`src/rtl/hdr_err_pkg.sv`:
```
package hdr_err_pkg;
   localparam int unsigned FLAG_N  = 4;
   localparam int unsigned IDX_SPL = 3;  // static payload length mismatch
   localparam int unsigned IDX_NML = 2;  // management length shortfall
   localparam int unsigned IDX_NMF = 1;  // preamble with null payload
   localparam int unsigned IDX_MEM = 0;  // illegal memory access

   typedef logic [FLAG_N-1:0] flag_vec_t;
endpackage

```
`src/rtl/hdr_err_detect.sv`:
```
module hdr_err_detect
   import hdr_err_pkg::*;
#(
   parameter int unsigned LEN_W = 7
) (
   input  logic             hdr_wr_stb,
   input  logic             hdr_is_tx,
   input  logic             hdr_is_static,
   input  logic [LEN_W-1:0] hdr_len,
   input  logic [LEN_W-1:0] cfg_static_len,
   input  logic [LEN_W-1:0] cfg_nm_len,
   input  logic             rx_stb,
   input  logic             rx_is_static,
   input  logic             rx_preamble,
   input  logic             rx_null,
   input  logic             mem_err_stb,
   output flag_vec_t        set_vec
);
   logic hdr_static_q;
   logic len_mismatch;
   logic len_short;

   always_comb begin
      hdr_static_q = hdr_wr_stb && hdr_is_static;
      len_mismatch = hdr_len != cfg_static_len;
      len_short    = hdr_len < cfg_nm_len;
      set_vec          = '0;
      set_vec[IDX_SPL] = hdr_static_q && hdr_is_tx && len_mismatch;
      set_vec[IDX_NML] = hdr_static_q && !hdr_is_tx && len_short;
      set_vec[IDX_NMF] = rx_stb && rx_is_static && rx_preamble && rx_null;
      set_vec[IDX_MEM] = mem_err_stb;
   end
endmodule

```
`src/rtl/hdr_err_flag_cell.sv`:
```
module hdr_err_flag_cell (
   input  logic clk,
   input  logic rst_n,
   input  logic set_i,
   input  logic clr_i,
   output logic q
);
   always_ff @(posedge clk or negedge rst_n) begin
      if (!rst_n)     q <= 1'b0;
      else if (set_i) q <= 1'b1;
      else if (clr_i) q <= 1'b0;
   end

   // a set flag with no clear request stays set
   a_r5_sticky: assert property (@(posedge clk) disable iff (!rst_n)
      q && !clr_i |=> q);
   // a clear request without a set event drops the flag
   a_r5_clear: assert property (@(posedge clk) disable iff (!rst_n)
      clr_i && !set_i |=> !q);
   // set wins over a simultaneous clear
   a_r6_set_wins: assert property (@(posedge clk) disable iff (!rst_n)
      set_i && clr_i |=> q);
   // the flag never rises without its set event
   a_r7_no_spurious: assert property (@(posedge clk) disable iff (!rst_n)
      !set_i |=> !$rose(q));
endmodule

```
`src/rtl/hdr_err_irq.sv`:
```
module hdr_err_irq
   import hdr_err_pkg::*;
#(
   parameter bit IRQ_REG = 1'b0
) (
   input  logic      clk,
   input  logic      rst_n,
   input  flag_vec_t flags,
   input  flag_vec_t enables,
   output logic      irq
);
   logic pend;

   always_comb pend = |(flags & enables);

   if (IRQ_REG) begin : g_reg
      logic irq_q;
      always_ff @(posedge clk or negedge rst_n) begin
         if (!rst_n) irq_q <= 1'b0;
         else        irq_q <= pend;
      end
      assign irq = irq_q;
   end else begin : g_comb
      assign irq = pend;
      // the request needs at least one enable and one flag
      a_r8_irq_needs_enable: assert property (@(posedge clk) disable iff (!rst_n)
         irq |-> |enables);
      a_r8_irq_needs_flag: assert property (@(posedge clk) disable iff (!rst_n)
         irq |-> |flags);
   end
endmodule

```
`src/rtl/hdr_err_flags.sv`:
```
module hdr_err_flags
   import hdr_err_pkg::*;
#(
   parameter int unsigned LEN_W   = 7,
   parameter bit          IRQ_REG = 1'b0
) (
   input  logic              clk,
   input  logic              rst_n,
   input  logic              hdr_wr_stb,
   input  logic              hdr_is_tx,
   input  logic              hdr_is_static,
   input  logic [LEN_W-1:0]  hdr_len,
   input  logic [LEN_W-1:0]  cfg_static_len,
   input  logic [LEN_W-1:0]  cfg_nm_len,
   input  logic              rx_stb,
   input  logic              rx_is_static,
   input  logic              rx_preamble,
   input  logic              rx_null,
   input  logic              mem_err_stb,
   input  logic              clr_wr,
   input  logic [FLAG_N-1:0] clr_data,
   input  logic              en_wr,
   input  logic [FLAG_N-1:0] en_data,
   output logic [FLAG_N-1:0] err_flags,
   output logic [FLAG_N-1:0] err_en,
   output logic              irq
);
   initial begin
      a_len_w_range: assert (LEN_W >= 1 && LEN_W <= 16)
         else $error("LEN_W out of range: %0d", LEN_W);
   end

   flag_vec_t set_vec;
   flag_vec_t flag_q;
   flag_vec_t en_q;

   hdr_err_detect #(.LEN_W(LEN_W)) u_detect (
      .hdr_wr_stb    (hdr_wr_stb),
      .hdr_is_tx     (hdr_is_tx),
      .hdr_is_static (hdr_is_static),
      .hdr_len       (hdr_len),
      .cfg_static_len(cfg_static_len),
      .cfg_nm_len    (cfg_nm_len),
      .rx_stb        (rx_stb),
      .rx_is_static  (rx_is_static),
      .rx_preamble   (rx_preamble),
      .rx_null       (rx_null),
      .mem_err_stb   (mem_err_stb),
      .set_vec       (set_vec)
   );

   for (genvar gi = 0; gi < FLAG_N; gi++) begin : g_flag
      hdr_err_flag_cell u_cell (
         .clk  (clk),
         .rst_n(rst_n),
         .set_i(set_vec[gi]),
         .clr_i(clr_wr && clr_data[gi]),
         .q    (flag_q[gi])
      );
   end

   always_ff @(posedge clk or negedge rst_n) begin
      if (!rst_n)     en_q <= '0;
      else if (en_wr) en_q <= en_data;
   end

   hdr_err_irq #(.IRQ_REG(IRQ_REG)) u_irq (
      .clk    (clk),
      .rst_n  (rst_n),
      .flags  (flag_q),
      .enables(en_q),
      .irq    (irq)
   );

   assign err_flags = flag_q;
   assign err_en    = en_q;

   // static transmit header with wrong length raises bit 3
   a_r1_static_len: assert property (@(posedge clk) disable iff (!rst_n)
      hdr_wr_stb && hdr_is_tx && hdr_is_static && (hdr_len != cfg_static_len)
      |=> err_flags[IDX_SPL]);
   // static receive header shorter than the management length raises bit 2
   a_r2_nm_len: assert property (@(posedge clk) disable iff (!rst_n)
      hdr_wr_stb && !hdr_is_tx && hdr_is_static && (hdr_len < cfg_nm_len)
      |=> err_flags[IDX_NML]);
   // preamble together with null payload raises bit 1
   a_r3_nm_frame: assert property (@(posedge clk) disable iff (!rst_n)
      rx_stb && rx_is_static && rx_preamble && rx_null |=> err_flags[IDX_NMF]);
   // memory error strobe raises bit 0
   a_r4_mem: assert property (@(posedge clk) disable iff (!rst_n)
      mem_err_stb |=> err_flags[IDX_MEM]);
   // the enable register follows a write
   a_r8_en_load: assert property (@(posedge clk) disable iff (!rst_n)
      en_wr |=> err_en == $past(en_data));
   a_r8_en_hold: assert property (@(posedge clk) disable iff (!rst_n)
      !en_wr |=> $stable(err_en));
endmodule

```
`config.mk`:
```
export PLATFORM = sky130hd
export DESIGN_NAME = hdr_err_flags
export DESIGN_NICKNAME = d
export VERILOG_FILES = /design/src/rtl/hdr_err_pkg.sv /design/src/rtl/hdr_err_detect.sv /design/src/rtl/hdr_err_flag_cell.sv /design/src/rtl/hdr_err_irq.sv /design/src/rtl/hdr_err_flags.sv
export SDC_FILE = /design/constraint.sdc
export NUM_CORES = 1
export LEC_CHECK = 0
export ABC_AREA = 1
export BUFFER_PORTS_ARGS = -buffer_cell sky130_fd_sc_hd__buf_4
export CORE_MARGIN = 1.5
export CORE_UTILIZATION = 30
export CTS_CLUSTER_DIAMETER = 100
export DETAILED_ROUTE_END_ITERATION = 8
export MAX_ROUTING_LAYER = met4
export PLACE_DENSITY = 0.62
export SLEW_MARGIN = 10
export SYNTH_ARGS = -nofsm -noshare
export SYNTH_HDL_FRONTEND = slang
export SYNTH_HIERARCHICAL = 1
export SYNTH_SLANG_ARGS = --single-unit
```
`constraint.sdc`:
```
create_clock -name clk -period 0.8 [get_ports clk]
set_input_delay 0.08 -clock clk [delete_from_list [all_inputs] [get_ports clk]]
set_output_delay 0.08 -clock clk [all_outputs]
set_load 0.02 [all_outputs]
```
==> metrics.txt, run 1 <==
outcome=complete, but fails checks; failing checks=setup timing; area occupied by multi-input gates=around 410 um2; drt wl/cell=about 8.5 um; Initial Utilization=between 30% and 40%; Tightest Hold Check Type=in2reg; Final setup viols=9; Die Ht=approximately 50 um; Seq/Total Area, Yosys=28.5%; Filler cells=~220; synthesized flop and latch total=8; nets=235; RSZ-0062 raised after global routing=true; Final Max Tran Viols=0; GPL Wtd Cong=~0.73; CTS Root Cell=clkbuf_4; clk slew on worst S/H paths=roughly 0.06 ns; Die Width=51.4 um; port bufs=49; Synth Flop Type=dfrtp_1; nature of the critical path startpoint=register; DRT iter0 DRCs=11; std cell rows=17; Non-Filler Instances=roughly 220; pre-CTS setup slack=-0.258 ns; total power=~0.0015 W; Synth top area share=roughly 30%; Area Overhead vs Synth=90.9%; CTS tree=done; Synth Area per Inst=about 5.8 um2; Overflow after GRT=0; Total GRT Usage=~17%; core area=2210 um2; layout cells sized above 1=a little over two fifths; yosys warns=6; DRC viols=0; cell count after synthesis=~120; clk buf depth=2; Post-synth ARST share=100%; CP max FO=2; Antenna Nets Post-Route=0; LEAKAGE=0.823 nW; post-synth top area cell=nand2_1; Post-Syn Area=702 um2; Post-DP Area=around 1200 um2; crit path capture type=primary output; fin area=roughly 1300 um2; Mapped Nets=169; count leader, synth=nand2_1; vias post-DR=~900; Final Hold Fails=0; CP Class=reg2out; initial antenna violation count=0; final clock skew=0 ns; Worst path slowest cell=dfrtp_1; fin util=60.6%; CTS buffer count=3; post-DR vias/cell=slightly above 4; critical path's largest stage delay=between 0.3 and 0.4 ns; crit path DAT=1.00 ns; Reg area=206 um2; Netlist cell types=11; number of clock sinks=8; most used cell, CP=nand2_1; maxcap violations=0; die footprint=between 2000 and 3000 um2; final worst path period need=1.08 ns; actual slew at the worst max-slew pin=0.147 ns; first-pass GRT wire length=3300 um; via count of the first global-routing pass=841; Tcrit/Tclk final=135%; dominant cells by area after synthesis=nand2_1, dfrtp_1, inv_1; max_slew headroom=between 90% and 100%; Post-synth top cells=nand2_1, inv_1, dfrtp_1; EDFF count, synth=0; Worst Path Required=between 0.7 and 0.8 ns; clock latency on the worst-skew pair=approximately 0.26 ns; post-placement cell count=around 210; min setup slack post-route=-0.282 ns; dpl hpwl=approximately 1600 um; largest net degree at the start of global routing=9; diode count=0; H-tree depth=1; Post-Route WL=about 1800 um; maximum clock frequency=924 MHz; Peak VDD IR=about 0.00071 V; Pwr Density=1130 nW/um2; Ports=50; Pre-antenna DRT Iters=4; cells along the critical path=nand2_1 > nand2_1 > inv_1 > nand2_1 > buf_6
layout by cell type, fill, tap and decap left out, drive strengths merged:
cell	count
dfrtp	8
clkbuf	4
dlygate4sd3	1
inv	34
a21oi	3
nand3	5
nand2	56
nor2	7
xnor2	1
nand4	1
buf	61
ha	6
repair_timing:
item	in CTS	in global routing
setup buffers	1	1
hold buffers	1	0
resized for setup	14	6
endpoints found under the setup margin	9	10
pin swaps	2	4
hold endpoints to repair	8	0
critical path, delay by kind of cell (launching register included):
kind          cells  cell delay (ns)
buf+inv           2             0.18
flops             1             0.39
simple gates      3             0.18
sequential cells by signal (all words and copies together) (netlist names):
name and cells:
g_flag.u_cell/q 4, err_en 4
where the power goes:
| group | leakage [nW] | total [W] | switching (W) | internal (W) |
|---|---|---|---|---|
| logic | 0.716 | 0.000702 | 0.000302 | 0.000399 |
| clock network | 0.0150 | 0.000344 | 0.000152 | 0.000192 |
| registers | 0.0917 | 0.000472 | 0.0000234 | 0.000449 |
| total | 0.823 | 0.00152 | 0.000478 | 0.00104 |
kinds of logic after synthesis:
family	share of synthesized area (%)
AOI/OAI and AO/OA	2.14
xor gates and xnor gates	1.25
adders and majority gates	10.7
buffers and inverters	19.3
DFF	28.5
and+or+nand+nor	38.1
final cells by class:
class	count	share of cell area, %
repair buffers	62	38.8
clock buffers	4	1.96
inverters	34	10.8
well taps	28	2.61
flip-flops and latches	8	15.4
multi-input cells	79	30.3
per-layer routing:
metal	global-route usage, %	share of wire, %
met4	2.63	0.44
met5	-	0
met2	31.4	53
met1	18.6	42
met3	3.51	5.2
stage by stage:
step	hold slack, ns	TNS, ns
4_1_cts	0.00180	-1.79
6_report	0.00695	-1.72
3_5_place_dp	-0.0980	-0.385
2_1_floorplan	-0.216	-0.0691
5_1_grt	0.0139	-2.13
3_3_place_gp	-0.0969	-0.325
final timing paths:
kind | start | depth (start not counted) | end | slack (ns)
worst min-delay path | mem_err_stb | 3 | g_flag[0].u_cell/q | 0.007
max in group asynchronous | rst_n | 2 | g_flag[3].u_cell/q | 0.48
worst max-delay path | err_en[2] | 5 | irq | -0.28
worst min register to register | g_flag[0].u_cell/q | 3 | g_flag[0].u_cell/q | 0.58
min in group asynchronous | rst_n | 2 | err_en[0] | 0.17
worst max register to register | g_flag[2].u_cell/q | 4 | g_flag[2].u_cell/q | 0
Note: power is estimated with default switching activity, not from simulation.
==> inputs of run 2 (changes only) <==
Settings changed: BUFFER_PORTS_ARGS -buffer_cell sky130_fd_sc_hd__buf_4 to not set, DONT_BUFFER_PORTS set to 1, PLACE_DENSITY 0.62 to 0.44.
==> run 2 against run 1 <==
The run still ends with setup timing left. Hold slack gained 0.0012 ns. Non-clock buffer count shrank 38. Combinational power shrank 28%. First-iteration DRC count shrank 64%. Final cell count shrank 18%. Wire length shrank 8.7%. Via count shrank 17%. Largest cell class is now multi-input combinational cells. Largest power group unchanged.
==> metrics.txt, run 2 (synthesis results as in run 1) <==
fin area=1050 um2 (-21%); Die Width=51.4 um (unchanged); crit path capture type=primary output; GPL Wtd Cong=0.688 (-5.8%); post-DR vias/cell=4.14 (+0.27%); H-tree depth=1 (unchanged); nature of the critical path startpoint=register; nets=197 (-16%); clk slew on worst S/H paths=0.06 ns (about the same); reg2reg path depth=4 (unchanged); Overflow after GRT=0 (unchanged); CTS tree=done; final hold slack=0.00812 ns (+0.00117 ns); final clock skew=0 ns (unchanged); Tcrit/Tclk final=128% (-7.6 points); Post-Route WL=1660 um (-8.7%); Antenna Nets Post-Route=0 (unchanged); crit path DAT=0.94 ns (-0.06 ns); number of clock sinks=8 (unchanged); Pwr Density=1250 nW/um2 (+10%); Final Max Tran Viols=0 (unchanged); maximum clock frequency=979 MHz (+5.9%); Tightest Hold Check Type=in2reg; post-placement cell count=158 (-24%); std cell rows=17 (unchanged); Total GRT Usage=12.7% (-4.1 points); post-route setup TNS=-1.47 ns (+0.259 ns); via count of the first global-routing pass=644 (-23%); most common cell after layout, fill and taps aside=nand2_1; layout cells sized above 1=22.8% (-19 points); first-pass GRT wire length=2480 um (-25%); Hold Crit Depth=4 (+1); Ports=50 (unchanged); most frequent cells in the layout=nand2_1, inv_1, buf_6; maxcap violations=0 (unchanged); diode count=0 (unchanged); Peak VDD IR=0.000884 V (+25%); Worst Min Path Start=rx_null; CTS Root Cell=clkbuf_4; initial antenna violation count=0 (unchanged); clock latency on the worst-skew pair=0.25 ns (about the same); Worst Path Required=0.72 ns (about the same); RR Startpoint=err_en[0]; max_slew headroom=76.2% (-14 points); Final Hold Fails=0 (unchanged); failing checks=setup timing; CTS buffer count=3 (unchanged); largest net degree at the start of global routing=9 (unchanged); die footprint=2640 um2 (unchanged); port bufs=0 (-100%); CP Class=reg2out; Initial Utilization=31.7% (unchanged); reg2reg setup slack=-0.04 ns (-0.04 ns); pre-CTS setup slack=-0.110 ns (+0.148 ns); Post-DP Area=846 um2 (-31%); RSZ-0062 raised after global routing=true; actual slew at the worst max-slew pin=0.357 ns (+0.209 ns); Area Overhead vs Synth=50.3%; Pre-antenna DRT Iters=4 (unchanged); final worst path period need=1.02 ns (-0.0605 ns); LEAKAGE=0.640 nW (-22%); DRT iter0 DRCs=4 (-7); Die Ht=51.4 um (unchanged); vias post-DR=733 (-17%); outcome=complete, but fails checks; DRC viols=0 (unchanged); clk buf depth=2 (unchanged); worst r2r dst=err_en[0]; drt wl/cell=9.39 um (+11%); min setup slack post-route=-0.221 ns (+0.0605 ns); core area=2210 um2 (unchanged); Final setup viols=10 (+1); CP max FO=2 (unchanged); Hold EP=g_flag[1].u_cell/q; Non-Filler Instances=177 (-18%); dpl hpwl=1260 um (-21%)
run 2: cell count changes in the layout (fill, tap and decap cells not counted):
cell / change
nand2_1: -1
nand2_2: +1
buf_4: -40
dlygate4sd3_1: +5
nand3_1: +1
dlymetal6s4s_1: +1
buf_6: -4
nand3_2: -1
run 2: through the flow:
stage               total power [W]  util [%]
floorplan                  0.000728         -
global placement           0.000834      38.2
detailed placement         0.000838      38.2
CTS                         0.00126      44.7
global route                0.00142      47.7
finish                      0.00132      47.7
run 2: power breakdown:
group / switching, W / internal (W) / total, W
Combinational: 0.000241 / 0.000260 / 0.000502
Clock: 0.000143 / 0.000191 / 0.000334
Sequential: 0.0000318 / 0.000450 / 0.000481
run 2: worst max path at each step:
stage                  startpoint                  to  slack [ns]
2_1_floorplan       cfg_nm_len[6]  g_flag[2].u_cell/q       -0.04
3_3_place_gp        cfg_nm_len[6]  g_flag[2].u_cell/q        -0.1
3_5_place_dp        cfg_nm_len[6]  g_flag[2].u_cell/q       -0.11
4_1_cts                 err_en[3]                 irq       -0.22
5_1_grt        g_flag[1].u_cell/q                 irq       -0.27
6_report                err_en[0]                 irq       -0.22
run 2: what timing repair did:
action,CTS,global route
setup endpoints to repair,9,12
setup buffers,3,5
resized for setup,7,9
hold buffers,7,0
pin swaps,2,5
hold endpoints to repair,13,0
run 2: area by class of cell:
cell class                 instances  area, um2
clock buffer                       4       26.3
fill                             243       1160
inverter                          34        145
multi-input combinational         79        404
sequential                         8        206
tap                               28       35.0
timing repair buffer              24        238
run 2: layer usage:
metal / global-route usage (%) / vias up / routed length, um
met2: 19.7 / 32 / 771
met3: 4.09 / 0 / 127
met5: - / - / 0
li1: - / 400 / -
met1: 16.3 / 301 / 763
met4: 2.63 / 0 / 0
run 2: worst max-delay path, cell delays in order, from the launching register on:
cell and delay (ns):
dfrtp_2 0.42, nand2_1 0.07, nand2_1 0.06, inv_2 0.07, nand2_4 0.07
==> inputs of run 3 (changes only) <==
Settings changed: ABC_AREA 1 to not set.
==> run 3 against run 2 <==
The flow finishes with violations (hold timing, setup timing). Synthesized area decreased by 13%. Sequential power increased by 3%. Clock skew unchanged. Via count decreased by 27%. Final cell count decreased by 37%.
==> metrics.txt, run 3 <==
crit-path leading delay family=flip-flops; crit path DAT=0.99 ns (+0.05 ns); Pwr Density=1380 nW/um2 (+11%); post-DR vias/cell=4.76 (+15%); maximum clock frequency=935 MHz (-4.5%); Overflow after GRT=0 (unchanged); DRC viols=0 (unchanged); Seq/Total Area, Yosys=32.9% (+4.3 points); CTS Root Cell=clkbuf_4; crit path launch=g_flag[0].u_cell/q; diode count=0 (unchanged); Seq pwr share=36.8% (+0.2 points); cell count after synthesis=60 (-51%); Worst Path Required=0.72 ns (about the same); CTS tree=done; RR Startpoint=err_en[2]; Final setup viols=15 (+5); Final Max Tran Viols=0 (unchanged); yosys warns=6 (unchanged); Synth Flop Type=dfrtp_1; initial antenna violation count=0 (unchanged); clk slew on worst S/H paths=0.06 ns (about the same); Tightest Hold Check Type=in2reg; Die Ht=48.1 um (-6.4%); final worst path period need=1.07 ns (+0.0484 ns); Synth top area share=32.9% (+2.9 points); crit path capture type=primary output; first-pass GRT wire length=2030 um (-18%); Worst Min Path Start=en_wr; clock latency on the worst-skew pair=0.26 ns (about the same); Pre-antenna DRT Iters=2 (-2); number of clock sinks=8 (unchanged); Post-synth top cells=inv_1, dfrtp_1, ha_1; synthesized flop and latch total=8 (unchanged); net switching fraction of the power=29.3% (-2.3 points); LEAKAGE=0.455 nW (-29%); die footprint=2310 um2 (-12%); GPL Wtd Cong=0.649 (-5.6%); Post-Syn Area=609 um2 (-13%); DRT iter0 DRCs=2 (-2); Tcrit/Tclk final=134% (+6.1 points); critical path's largest stage delay=0.41 ns (about the same); Post-Route WL=1430 um (-14%); outcome=complete, but fails checks; failing checks=hold timing, setup timing; most frequent cells in the layout=buf_6, inv_1, dlygate4sd3_1; EDFF count, synth=0 (unchanged); Total GRT Usage=13.5% (+0.78 points); combinational share of power=38.0% (about the same); CP max FO=2 (unchanged); Non-Filler Instances=112 (-37%); Filler cells=196 (-19%); Antenna Nets Post-Route=0 (unchanged); dominant cells by area after synthesis=dfrtp_1, ha_1, mux2_1; drt wl/cell=12.7 um (+36%); CP Class=reg2out; P_int=0.000953 W (+5.8%); Final Hold Fails=4 (+4); core area=1940 um2 (-12%); most common cell after layout, fill and taps aside=buf_6; Peak VDD IR=0.00131 V (+48%); port bufs=0 (unchanged); actual slew at the worst max-slew pin=0.376 ns (+0.0199 ns); final hold slack=-0.0207 ns (-0.0288 ns); RSZ-0062 raised after global routing=true; post-synth top area cell=dfrtp_1; cells along the critical path=a22oi_2 > nand2_2; Worst path slowest cell=dfrtp_2; Synth Area per Inst=10.2 um2 (+77%); H-tree depth=1 (unchanged); std cell rows=16 (-1); post-placement cell count=97 (-39%); CTS buffer count=3 (unchanged); largest net degree at the start of global routing=9 (unchanged); final clock skew=0 ns (unchanged); Mapped Nets=107 (-37%); Initial Utilization=31.4% (-0.35 points); min setup slack post-route=-0.270 ns (-0.0484 ns); Sw Pwr=0.000395 W (-4.9%); via count of the first global-routing pass=497 (-23%); pre-CTS setup slack=-0.322 ns (-0.212 ns); Area Overhead vs Synth=60.2%; nets=133 (-32%); Ports=50 (unchanged); clk buf depth=2 (unchanged); max_slew headroom=74.8% (-1.3 points); maxcap violations=0 (unchanged); Post-synth ARST share=100% (unchanged); nature of the critical path startpoint=register; Netlist cell types=21 (+10); Clock Power Share=25.2% (-0.2 points); Die Width=48.1 um (-6.4%); layout cells sized above 1=42.4% (+20 points); CTS Hold Bufs=6 (-1); count leader, synth=inv_1; fin util=50.3% (+2.6 points); Bufs and invs on worst path=0 (-1); vias post-DR=533 (-27%)
==> run 3: cell families (layout without fill, tap and decap cells) <==
kind of cell	count (synthesis)	count (layout)	share of synthesized area (%)
buf+inv	11	36	7.39
mux	4	4	7.39
fa+ha+maj	6	6	12.3
xor+xnor	7	7	10.1
simple gates	12	12	11.1
compound gates	12	12	18.9
flops	8	8	32.9
==> run 3: what timing repair did <==
item / in CTS / in global routing
endpoints found under the hold margin: 13 / 4
setup endpoints to repair: 13 / 16
buffers inserted: 4 / 1
gates resized for setup: 15 / 4
pin swaps: 3 / 1
==> run 3: power groups by stage <==
stage / combinational (W) / clock [W] / sequential, W
after floorplan: 0.000199 / 0 / 0.000542
after global placement: 0.000370 / 0 / 0.000492
after detailed placement: 0.000371 / 0 / 0.000493
after CTS: 0.000495 / 0.000353 / 0.000494
after global routing: 0.000562 / 0.000380 / 0.000504
final: 0.000512 / 0.000340 / 0.000497
==> run 3: final timing paths <==
check                                          end  slack (ns)  cells past startpoint
worst min register to register  g_flag[1].u_cell/q        0.55                      1
worst min-delay path                     err_en[2]       -0.02                      1
worst max-delay path                           irq       -0.27                      2
worst max register to register           err_en[2]       -0.11                      2
min in group asynchronous                err_en[2]        0.17                      1
max in group asynchronous       g_flag[0].u_cell/q        0.33                      1
==> run 3: per-layer routing <==
layer	part of all wire [%]	vias up	global-route usage [%]
li1	-	258	-
met4	0.56	0	1.62
met5	0	-	-
met1	40	240	16.7
met2	51	33	21.6
met3	8.8	2	4.91
==> run 3: through the flow <==
stage | setup TNS (ns) | power, W | area [um2]
6_report | -1.88 | 0.00135 | 976
5_1_grt | -2.34 | 0.00144 | 976
4_1_cts | -1.85 | 0.00134 | 953
3_5_place_dp | -0.638 | 0.000864 | 767
3_3_place_gp | -0.640 | 0.000862 | 767
2_1_floorplan | -0.524 | 0.000741 | 658
==> run 3: final cells by class <==
class,count,area (um2),area share [%]
Sequential cell,8,206,21.2
Tap cell,27,33.8,3.46
Inverter,10,50.0,5.13
Multi-Input combinational cell,41,423,43.3
Timing Repair Buffer,22,236,24.2
Clock buffer,4,26.3,2.69
